==> config.mk <==
export PLATFORM = sky130hd
export DESIGN_NAME = cond_flow_unit
export DESIGN_NICKNAME = d
export VERILOG_FILES = /design/src/rtl/cfu_pkg.sv /design/src/rtl/cfu_decode.sv /design/src/rtl/cfu_cond.sv /design/src/rtl/cfu_target.sv /design/src/rtl/cond_flow_unit.sv
export SDC_FILE = /design/constraint.sdc
export NUM_CORES = 1
export LEC_CHECK = 0
export BUFFER_PORTS_ARGS = -buffer_cell sky130_fd_sc_hd__buf_2
export CAP_MARGIN = 20
export CORE_UTILIZATION = 48
export DETAILED_ROUTE_END_ITERATION = 8
export HOLD_SLACK_MARGIN = 0.05
export PLACE_DENSITY = 0.76
export RECOVER_POWER = 25
export SLEW_MARGIN = 10
export SYNTH_ARGS = -nofsm -noshare
export SYNTH_HDL_FRONTEND = slang
export SYNTH_HIERARCHICAL = 1
export SYNTH_SLANG_ARGS = --single-unit
==> constraint.sdc <==
create_clock -name clk -period 4.1 [get_ports clk]
set_clock_uncertainty 0.2 [all_clocks]
set_input_delay 0 -clock clk [delete_from_list [all_inputs] [get_ports clk]]
set_output_delay 0 -clock clk [all_outputs]
set_load 0.01 [all_outputs]
==> src/rtl/cfu_pkg.sv <==
package cfu_pkg;

    localparam int IW    = 16;
    localparam int OFF_W = 7;
    localparam int SEL_W = 3;

    typedef enum logic [2:0] {
        OP_NONE,
        OP_BR_SET,
        OP_BR_CLR,
        OP_SK_CLR,
        OP_SK_SET
    } op_e;

    typedef enum logic [1:0] {
        ST_IDLE,
        ST_DONE,
        ST_WAIT
    } state_e;

endpackage

==> src/rtl/cfu_decode.sv <==
module cfu_decode
    import cfu_pkg::*;
(
    input  logic [IW-1:0]    instr,
    output op_e              op,
    output logic [OFF_W-1:0] off,
    output logic [SEL_W-1:0] sel
);

    always_comb begin
        op  = OP_NONE;
        off = '0;
        sel = instr[SEL_W-1:0];
        if (instr[15:11] == 5'b11110) begin
            // conditional relative branch on a status flag
            op  = instr[10] ? OP_BR_CLR : OP_BR_SET;
            off = instr[9:3];
        end else if (instr[15:10] == 6'b111111 && !instr[3]) begin
            // skip on a register operand bit
            op  = instr[9] ? OP_SK_SET : OP_SK_CLR;
        end
    end

endmodule

==> src/rtl/cfu_cond.sv <==
module cfu_cond
    import cfu_pkg::*;
#(
    parameter bit DERIVE_S = 1'b1
) (
    input  op_e              op,
    input  logic [SEL_W-1:0] sel,
    input  logic [7:0]       sreg,
    input  logic [7:0]       operand,
    output logic             hit
);

    logic [7:0] flags;

    generate
        if (DERIVE_S) begin : g_derived_s
            logic unused_sbit;
            assign unused_sbit = sreg[4];
            assign flags = {sreg[7:5], sreg[2] ^ sreg[3], sreg[3:0]};
        end else begin : g_stored_s
            assign flags = sreg;
        end
    endgenerate

    always_comb begin
        unique case (op)
            OP_BR_SET: hit =  flags[sel];
            OP_BR_CLR: hit = !flags[sel];
            OP_SK_CLR: hit = !operand[sel];
            OP_SK_SET: hit =  operand[sel];
            default:   hit = 1'b0;
        endcase
    end

endmodule

==> src/rtl/cfu_target.sv <==
module cfu_target
    import cfu_pkg::*;
#(
    parameter int PC_W = 16
) (
    input  logic [PC_W-1:0]  pc,
    input  op_e              op,
    input  logic [OFF_W-1:0] off,
    input  logic             hit,
    input  logic             two_word,
    output logic [PC_W-1:0]  next_pc,
    output logic [1:0]       cycles
);

    localparam int EXT_W = PC_W - OFF_W;

    logic [PC_W-1:0] off_ext;
    logic [PC_W-1:0] step;

    assign off_ext = {{EXT_W{off[OFF_W-1]}}, off};

    always_comb begin
        step   = PC_W'(1);
        cycles = 2'd1;
        if (hit) begin
            unique case (op)
                OP_BR_SET, OP_BR_CLR: begin
                    step   = off_ext + PC_W'(1);
                    cycles = 2'd2;
                end
                OP_SK_CLR, OP_SK_SET: begin
                    step   = two_word ? PC_W'(3) : PC_W'(2);
                    cycles = two_word ? 2'd3 : 2'd2;
                end
                default: begin
                    step   = PC_W'(1);
                    cycles = 2'd1;
                end
            endcase
        end
    end

    assign next_pc = pc + step;

endmodule

==> src/rtl/cond_flow_unit.sv <==
module cond_flow_unit
    import cfu_pkg::*;
#(
    parameter int PC_W     = 16,
    parameter bit DERIVE_S = 1'b1
) (
    input  logic            clk,
    input  logic            rst_n,
    input  logic            in_valid,
    input  logic [PC_W-1:0] in_pc,
    input  logic [IW-1:0]   in_instr,
    input  logic [7:0]      in_sreg,
    input  logic [7:0]      in_operand,
    input  logic            in_next_two_word,
    output logic            out_valid,
    output logic [PC_W-1:0] out_pc,
    output logic            out_taken,
    output logic [1:0]      out_cycles,
    output logic            busy
);

    op_e              dec_op;
    logic [OFF_W-1:0] dec_off;
    logic [SEL_W-1:0] dec_sel;
    logic             cond_hit;
    logic [PC_W-1:0]  calc_pc;
    logic [1:0]       calc_cycles;

    state_e     state, state_nx;
    logic [1:0] wait_cnt;
    logic       accept;

    cfu_decode u_decode (
        .instr (in_instr),
        .op    (dec_op),
        .off   (dec_off),
        .sel   (dec_sel)
    );

    cfu_cond #(.DERIVE_S(DERIVE_S)) u_cond (
        .op      (dec_op),
        .sel     (dec_sel),
        .sreg    (in_sreg),
        .operand (in_operand),
        .hit     (cond_hit)
    );

    cfu_target #(.PC_W(PC_W)) u_target (
        .pc       (in_pc),
        .op       (dec_op),
        .off      (dec_off),
        .hit      (cond_hit),
        .two_word (in_next_two_word),
        .next_pc  (calc_pc),
        .cycles   (calc_cycles)
    );

    assign accept = (state == ST_IDLE) && in_valid;

    always_comb begin
        state_nx = state;
        unique case (state)
            ST_IDLE: if (in_valid) state_nx = ST_DONE;
            ST_DONE: state_nx = (out_cycles > 2'd1) ? ST_WAIT : ST_IDLE;
            ST_WAIT: if (wait_cnt == 2'd0) state_nx = ST_IDLE;
            default: state_nx = ST_IDLE;
        endcase
    end

    always_ff @(posedge clk) begin
        if (!rst_n) begin
            state    <= ST_IDLE;
            wait_cnt <= 2'd0;
        end else begin
            state <= state_nx;
            if (state == ST_DONE)
                wait_cnt <= out_cycles - 2'd2;
            else if (state == ST_WAIT && wait_cnt != 2'd0)
                wait_cnt <= wait_cnt - 2'd1;
        end
    end

    always_ff @(posedge clk) begin
        if (!rst_n) begin
            out_pc     <= '0;
            out_taken  <= 1'b0;
            out_cycles <= 2'd0;
        end else if (accept) begin
            out_pc     <= calc_pc;
            out_taken  <= cond_hit;
            out_cycles <= calc_cycles;
        end
    end

    always_comb begin
        out_valid = (state == ST_DONE);
        busy      = (state != ST_IDLE);
    end

    AST_ONE_PULSE: assert property (@(posedge clk) disable iff (!rst_n)
        out_valid |=> !out_valid);
    AST_AFTER_REQUEST: assert property (@(posedge clk) disable iff (!rst_n)
        out_valid |-> $past(in_valid));
    AST_FALLTHROUGH_PC: assert property (@(posedge clk) disable iff (!rst_n)
        (out_valid && !out_taken) |-> (out_pc == $past(in_pc) + PC_W'(1)));
    AST_TAKEN_COST: assert property (@(posedge clk) disable iff (!rst_n)
        (out_valid && out_taken) |-> (out_cycles >= 2'd2));
    AST_SKIP_DISTANCE: assert property (@(posedge clk) disable iff (!rst_n)
        (out_valid && out_taken && ($past(dec_op) == OP_SK_CLR || $past(dec_op) == OP_SK_SET))
        |-> (out_pc == $past(in_pc) + ($past(in_next_two_word) ? PC_W'(3) : PC_W'(2))));
    AST_NO_ACCEPT_BUSY: assert property (@(posedge clk) disable iff (!rst_n)
        busy |=> !out_valid);

endmodule

==> results of run 1 <==
==> per-stage QoR <==
stage,cell area [um2],setup slack (ps)
3_5_place_dp,2611,232.8
6_report,2858,158.7
3_3_place_gp,2600,343.4
4_1_cts,2728,189.8
2_1_floorplan,2238,576.3
5_1_grt,2858,-56.03
==> kinds of logic after synthesis <==
logic type | after synthesis | share of synthesized area [%]
simple gates | 114 | 25.43
compound gates | 74 | 23.14
buf+inv | 28 | 7.043
flops | 23 | 20.57
xor+xnor | 21 | 8.217
fa+ha+maj | 18 | 10.40
mux | 7 | 5.198
==> path summary, 6_finish.rpt <==
check | to | slack, ps | cells past startpoint
hold reg to reg | out_taken | 250 | 2
setup / recovery | out_pc[15] | 160 | 19
setup reg to reg | out_pc[8] | 2370 | 3
hold / removal | out_pc[9] | 20 | 5
==> worst min-delay path: stages <==
cell	delay, ps
buf_2	110
ha_4	160
xnor2_1	80
nand2_1	60
a21boi_1	50
==> routing by layer <==
metal / vias up / track usage, % / part of all wire, %
met2: 67 / 34.60 / 49
met4: 0 / 3.556 / 0.69
li1: 1155 / - / -
met5: - / 0 / 0
met1: 1021 / 28.19 / 46
met3: 4 / 4.040 / 4.1
==> area by class of cell <==
type | instances | area share [%]
tap | 52 | 2.277
clock buffer | 3 | 1.445
clock inverter | 1 | 0.1751
sequential | 23 | 16.11
inverter | 15 | 1.970
timing repair buffer | 91 | 18.26
multi-input combinational | 234 | 59.76
==> flip-flops by register name, indices dropped and copies added, names as in the netlist <==
signal,count
state,2
out_pc,16
wait_cnt,2
out_taken,1
out_cycles,2
==> power groups by stage <==
stage | clock network [mW] | registers (mW) | logic (mW)
global route | 0.157 | 0.245 | 0.166
finish | 0.145 | 0.243 | 0.150
floorplan | 0 | 0.252 | 0.0864
global placement | 0 | 0.248 | 0.130
CTS | 0.151 | 0.243 | 0.141
detailed placement | 0 | 0.248 | 0.134
==> cell usage after synthesis (3+ instances only) <==
master / number / share of area [%]
nand2_1: 58 / 9.7
dfxtp_1: 23 / 21
ha_1: 17 / 9.5
a21oi_1: 15 / 3.4
inv_1: 15 / 2.5
nor2_1: 15 / 2.5
a21boi_1: 14 / 4.7
xnor2_1: 12 / 4.7
o21ai_0: 10 / 2.2
nor3b_1: 9 / 3.0
xor2_1: 9 / 3.5
a21boi_0: 6 / 2.0
buf_6: 5 / 2.5
o21ai_1: 5 / 1.1
and2_1: 4 / 1.1
nand2b_1: 4 / 1.1
nor2b_1: 4 / 1.1
a21o_1: 3 / 1.0
a31oi_1: 3 / 0.84
buf_2: 3 / 0.67
buf_4: 3 / 1.0
mux2i_1: 3 / 1.3
nor3_1: 3 / 0.67
o211ai_2: 3 / 1.7
o21a_1: 3 / 1.0
or2_2: 3 / 0.84
==> repair_timing <==
| action | in CTS | in global routing |
|---|---|---|
| hold endpoints to repair | 23 | 2 |
| gates resized for setup | 0 | 19 |
| endpoints found under the setup margin | 0 | 1 |
| buffers inserted | 0 | 5 |
| hold buffers | 7 | 2 |
==> summary.md, run 1 <==
| Metric | Value |
|---|---|
| TritonRoute pass-1 iters | 4 |
| Final Util | 64.74% |
| Setup Crit Path Kind | input port to flop |
| Initial Utilization | 50.71% |
| Final Power | 538.6 uW |
| CP max stage delay | 570 ps |
| WP data arrival | 3950 ps |
| Ys async rst share | 0% |
| Pin count of the biggest net entering global routing | 24 |
| 1st-iter DRT viols | 105 |
| Worst hold start | in_pc[9] |
| Top FF cell, synth | dfxtp_1 |
| Register area share after synthesis | 20.57% |
| CP bufs+invs | 3 |
| Crit path cell chain | clkbuf_4 -> mux4_2 -> nor2b_1 -> a31oi_1 -> nor4b_1 -> a311o_2 -> nand2_2 -> nor2_1 -> buf_4 -> ha_4 -> nand2_1 -> o211ai_1 -> a41oi_2 -> o31ai_2 -> a21oi_2 -> xnor2_1 -> dlygate4sd3_1 -> nand2_1 -> a21boi_1 |
| Post-synth EDFFs | 0 |
| Logic pwr share | 27.9% |
| P_int | 379.5 uW |
| Antenna diodes | 0 |
| Switching pwr | 159.1 uW |
| Setup Total Neg Slack | 0 ps |
| Area of the multi-input gates | 0.001708 mm2 |
| CP Capture Type | flop |
| Status | finished clean |
| Synth Net Count | 355 |
| Final nets | 438 |
| H-tree Lvls | 1 |
| Num Clock Sinks | 23 |
| Max-slew headroom | 53.15% |
| Hold slack final | 19.74 ps |
| DRC | 0 |
| Critical Path Fanout Max | 9 |
| Die area | 0.004941 mm2 |
| Most frequent CP cell | nand2_1 |
| Die Wd | 70.29 um |
| CP top delay family | compound AO/OA/AOI/OAI gates |
| First-pass GRT wire length | 8.707 mm |
| Final Cycle Share | 96.13% |
| CTS tree | done |
| FF+latch area | 460.4 um2 |
| GRT Total Usage | 20.84% |
| Skew-Pair Late Insertion Delay | 260 ps |
| Min-Delay Path Class | input port to flop |
| Clock Tree Root | clkbuf_8 |
| Synth warnings | 6 |
| FF-to-FF Start | state[0] |
| Initial antenna violation count | 0 |
| F_max | 253.7 MHz |
| Post-synthesis cell type count | 53 |
| Net Sw Frac | 29.54% |
| Register bit total from synthesis | 23 |
| Antenna-violating nets left | 0 |
| Endpoints failing hold | 0 |
| WP data required | 4110 ps |
| Commonest non-fill, non-tap cells in the layout | buf_2, nand2_1, dfxtp_1 |
| Synth Cell Area | 0.002238 mm2 |
| Dpl hpwl | 3.853 mm |
| Tmin final | 3941 ps |
| Via-per-instance ratio | 5.363 |
| Pins Over Slew Limit | 0 |
| Max clock buf depth | 2 |
| GRT overflow | 0 |
| VDD IR max | 168.5 uV |
| Max-cap viol count | 0 |
| Post-Route WL | 5.484 mm |
| Setup-failing EPs final | 0 |
| Commonest non-fill, non-tap cell in the layout | buf_2 |
| Fillers | 409 |
| Clock share of power | 26.9% |
| I/O pin count | 73 |
| Die Ht | 70.29 um |
| Syn Inst Count | 285 |
| Final Wtd Congestion | 0.8457 |
| Share of layout cells above drive strength 1 | 28.61% |
| I/O Buffers | 71 |
| Clk slew on worst S/H paths | 90 ps |
| Flop pwr share | 45.2% |
| Area grow syn2layout | 27.67% |
| Worst-margin pin slew | 702.7 ps |
| # rows | 24 |
| Vias in the first global route | 2040 |
| LEAKAGE | 1.269 nW |
| Fin cells | 419 |
| Setup crit start | in_instr[0] |
| Worst setup SP type | input port |
| Core outline area | 0.004414 mm2 |
| CTS Buf Count | 3 |
| Mean Syn Cell Area | 7.854 um2 |
| Critical path's slowest cell | dlygate4sd3_1 |
| Pwr dens | 188.5 mW/mm2 |
| Via count | 2247 |
| Wirelength per Cell | 13.09 um |
| Placed cells | 401 |
No activity file was read; power rests on OpenSTA's default activity.
==> inputs of run 2 (changes only) <==
CORE_MARGIN = 2   (was not set)
==> run 2 against run 1 <==
Against the previous run: die area increased by 5.8%; sequential power about the same; sequential share of layout area increased by 0.19 points; sequential cell count unchanged; first-iteration DRC count decreased by 30%; register-to-register slack got worse by 250 ps; final cell count decreased by 0.95%; count of clock-buffer cells in the layout increased by 1; utilization decreased by 0.77 points; power decreased by 1.7%; critical path type unchanged; critical endpoint unchanged; highest routed layer unchanged.
==> summary.md, run 2 (synthesis gave the netlist of run 1 again) <==
| Metric | Value |
|---|---|
| Skew-Pair Late Insertion Delay | 250 ps |
| LEAKAGE | 1.242 nW |
| F_max | 261.4 MHz |
| Hold slack final | 21.22 ps |
| Flop pwr share | 45.9% |
| Area grow syn2layout | 26.16% |
| Antenna-violating nets left | 0 |
| Clock Tree Root | clkbuf_8 |
| Clock share of power | 26.4% |
| Wirelength per Cell | 12.23 um |
| Unrepaired setup endpoints after global routing | false |
| I/O Buffers | 71 |
| GRT overflow | 0 |
| Initial Utilization | 50.71% |
| Setup Total Neg Slack | 0 ps |
| Max FFs per register | 16 |
| Worst-margin pin slew | 663.0 ps |
| FF-to-FF End | out_pc[0] |
| Share of layout cells above drive strength 1 | 26.72% |
| Pins Over Slew Limit | 0 |
| CP Capture Type | flop |
| Net Sw Frac | 28.39% |
| WP data required | 4100 ps |
| R2R Setup Slk | 2120 ps |
| Via count | 2193 |
| TritonRoute pass-1 iters | 4 |
| Die Wd | 72.29 um |
| WP data arrival | 3830 ps |
| GRT Total Usage | 19.29% |
| Max clock buf depth | 2 |
| Worst Reg2Reg Path Length in Cells | 4 |
| Vias in the first global route | 1988 |
| Die Ht | 72.29 um |
| Status | finished clean |
| Commonest non-fill, non-tap cell in the layout | buf_2 |
| FF-to-FF Start | state[0] |
| Pin count of the biggest net entering global routing | 24 |
| Antenna diodes | 0 |
| Worst setup SP type | input port |
| CTS Buf Count | 3 |
| Final nets | 434 |
| Min-Delay Path Class | input port to flop |
| Logic pwr share | 27.6% |
| Worst hold start | in_pc[9] |
| DRC | 0 |
| WHS Path Cells | 5 |
| H-tree Lvls | 1 |
| Commonest non-fill, non-tap cells in the layout | buf_2, nand2_1, dfxtp_1 |
| WHS Endpoint | out_pc[9] |
| Setup Crit Path Kind | input port to flop |
| Max-cap viol count | 0 |
| Dpl hpwl | 3.860 mm |
| Max-slew headroom | 55.80% |
| Die area | 0.005226 mm2 |
| VDD IR max | 202.5 uV |
| Core outline area | 0.004414 mm2 |
| Initial antenna violation count | 0 |
| Pwr dens | 187.4 mW/mm2 |
| Tmin final | 3825 ps |
| I/O pin count | 73 |
| First-pass GRT wire length | 8.342 mm |
| Final Cycle Share | 93.30% |
| Largest Register | out_pc |
| Critical Path Fanout Max | 9 |
| Endpoints failing hold | 0 |
| Via-per-instance ratio | 5.284 |
| Num Clock Sinks | 23 |
| Setup-failing EPs final | 0 |
| P_int | 379.0 uW |
| 1st-iter DRT viols | 73 |
| Clk slew on worst S/H paths | 80 ps |
| Final Wtd Congestion | 0.8384 |
| CTS tree | done |
| Switching pwr | 150.3 uW |
| # rows | 24 |
| Post-Route WL | 5.074 mm |
-- run 2: changes by cell type in the layout (fill, tap and decap cells not counted), sizes merged --
cell	delta
clkbuf	+1
clkinv	-1
dlygate4sd3	+1
buf	-5
-- run 2: stage by stage --
stage | instance area, um2 | worst slack [ps] | utilization (%) | power [mW] | cells
after global routing | 2824 | 11.86 | 63.97 | 0.5599 | 415
after CTS | 2736 | 248.2 | 61.99 | 0.5300 | 413
after global placement | 2600 | 350.1 | 58.90 | 0.3787 | 400
after detailed placement | 2611 | 319.4 | 59.16 | 0.3829 | 401
final | 2824 | 274.8 | 63.97 | 0.5293 | 415
after floorplan | 2238 | 576.3 | - | 0.3381 | 285
-- run 2: layout make-up --
type | instances | area [um2]
Clock buffer | 4 | 45.04
Fill cell | 408 | 1590
Inverter | 15 | 56.30
Multi-Input combinational cell | 234 | 1707
Sequential cell | 23 | 460.4
Tap cell | 52 | 65.06
Timing Repair Buffer | 87 | 490.5
-- run 2: layer usage --
| metal | wire, um | global-route usage (%) | share of wire, % |
|---|---|---|---|
| met5 | 0 | 0 | 0 |
| met4 | 6 | 0.6289 | 0.12 |
| met3 | 246 | 3.472 | 4.8 |
| met2 | 2520 | 35.58 | 50 |
| met1 | 2300 | 24.64 | 45 |
-- run 2: power by group through the flow --
stage | registers (mW) | clock network, mW | logic, mW
3_3_place_gp | 0.248 | 0 | 0.130
3_5_place_dp | 0.248 | 0 | 0.135
6_report | 0.243 | 0.140 | 0.146
5_1_grt | 0.245 | 0.151 | 0.165
4_1_cts | 0.243 | 0.145 | 0.142
2_1_floorplan | 0.252 | 0 | 0.0864
-- run 2: critical path, cell delays in order --
cell and delay [ps]:
buf_2 150, mux4_2 500, nor2b_1 140, a31oi_1 190, nor4b_1 80, a311o_2 410, nand2_2 140, nor2_1 60
buf_4 190, ha_1 360, or2_2 310, a21oi_2 180, o31ai_2 80, a21oi_2 150, xnor2_1 130, dlygate4sd3_1 570
nand2_1 50, a21boi_1 110
-- run 2: repair_timing --
item	in CTS	in global routing
buffers inserted	0	0
resized for setup	0	16
hold endpoints to repair	23	2
endpoints found under the setup margin	0	1
hold buffers	8	2
-- run 2: worst max path at each step --
stage                             from    endpoint  slack [ps]  cells past startpoint
after detailed placement   in_instr[0]  out_pc[12]         320                     19
after global routing       in_instr[0]  out_pc[15]          10                     18
after CTS                 in_instr[14]  out_pc[15]         250                     18
after global placement     in_instr[0]  out_pc[12]         350                     19
after floorplan            in_instr[0]  out_pc[12]         580                     20
final                      in_instr[0]  out_pc[15]         270                     18
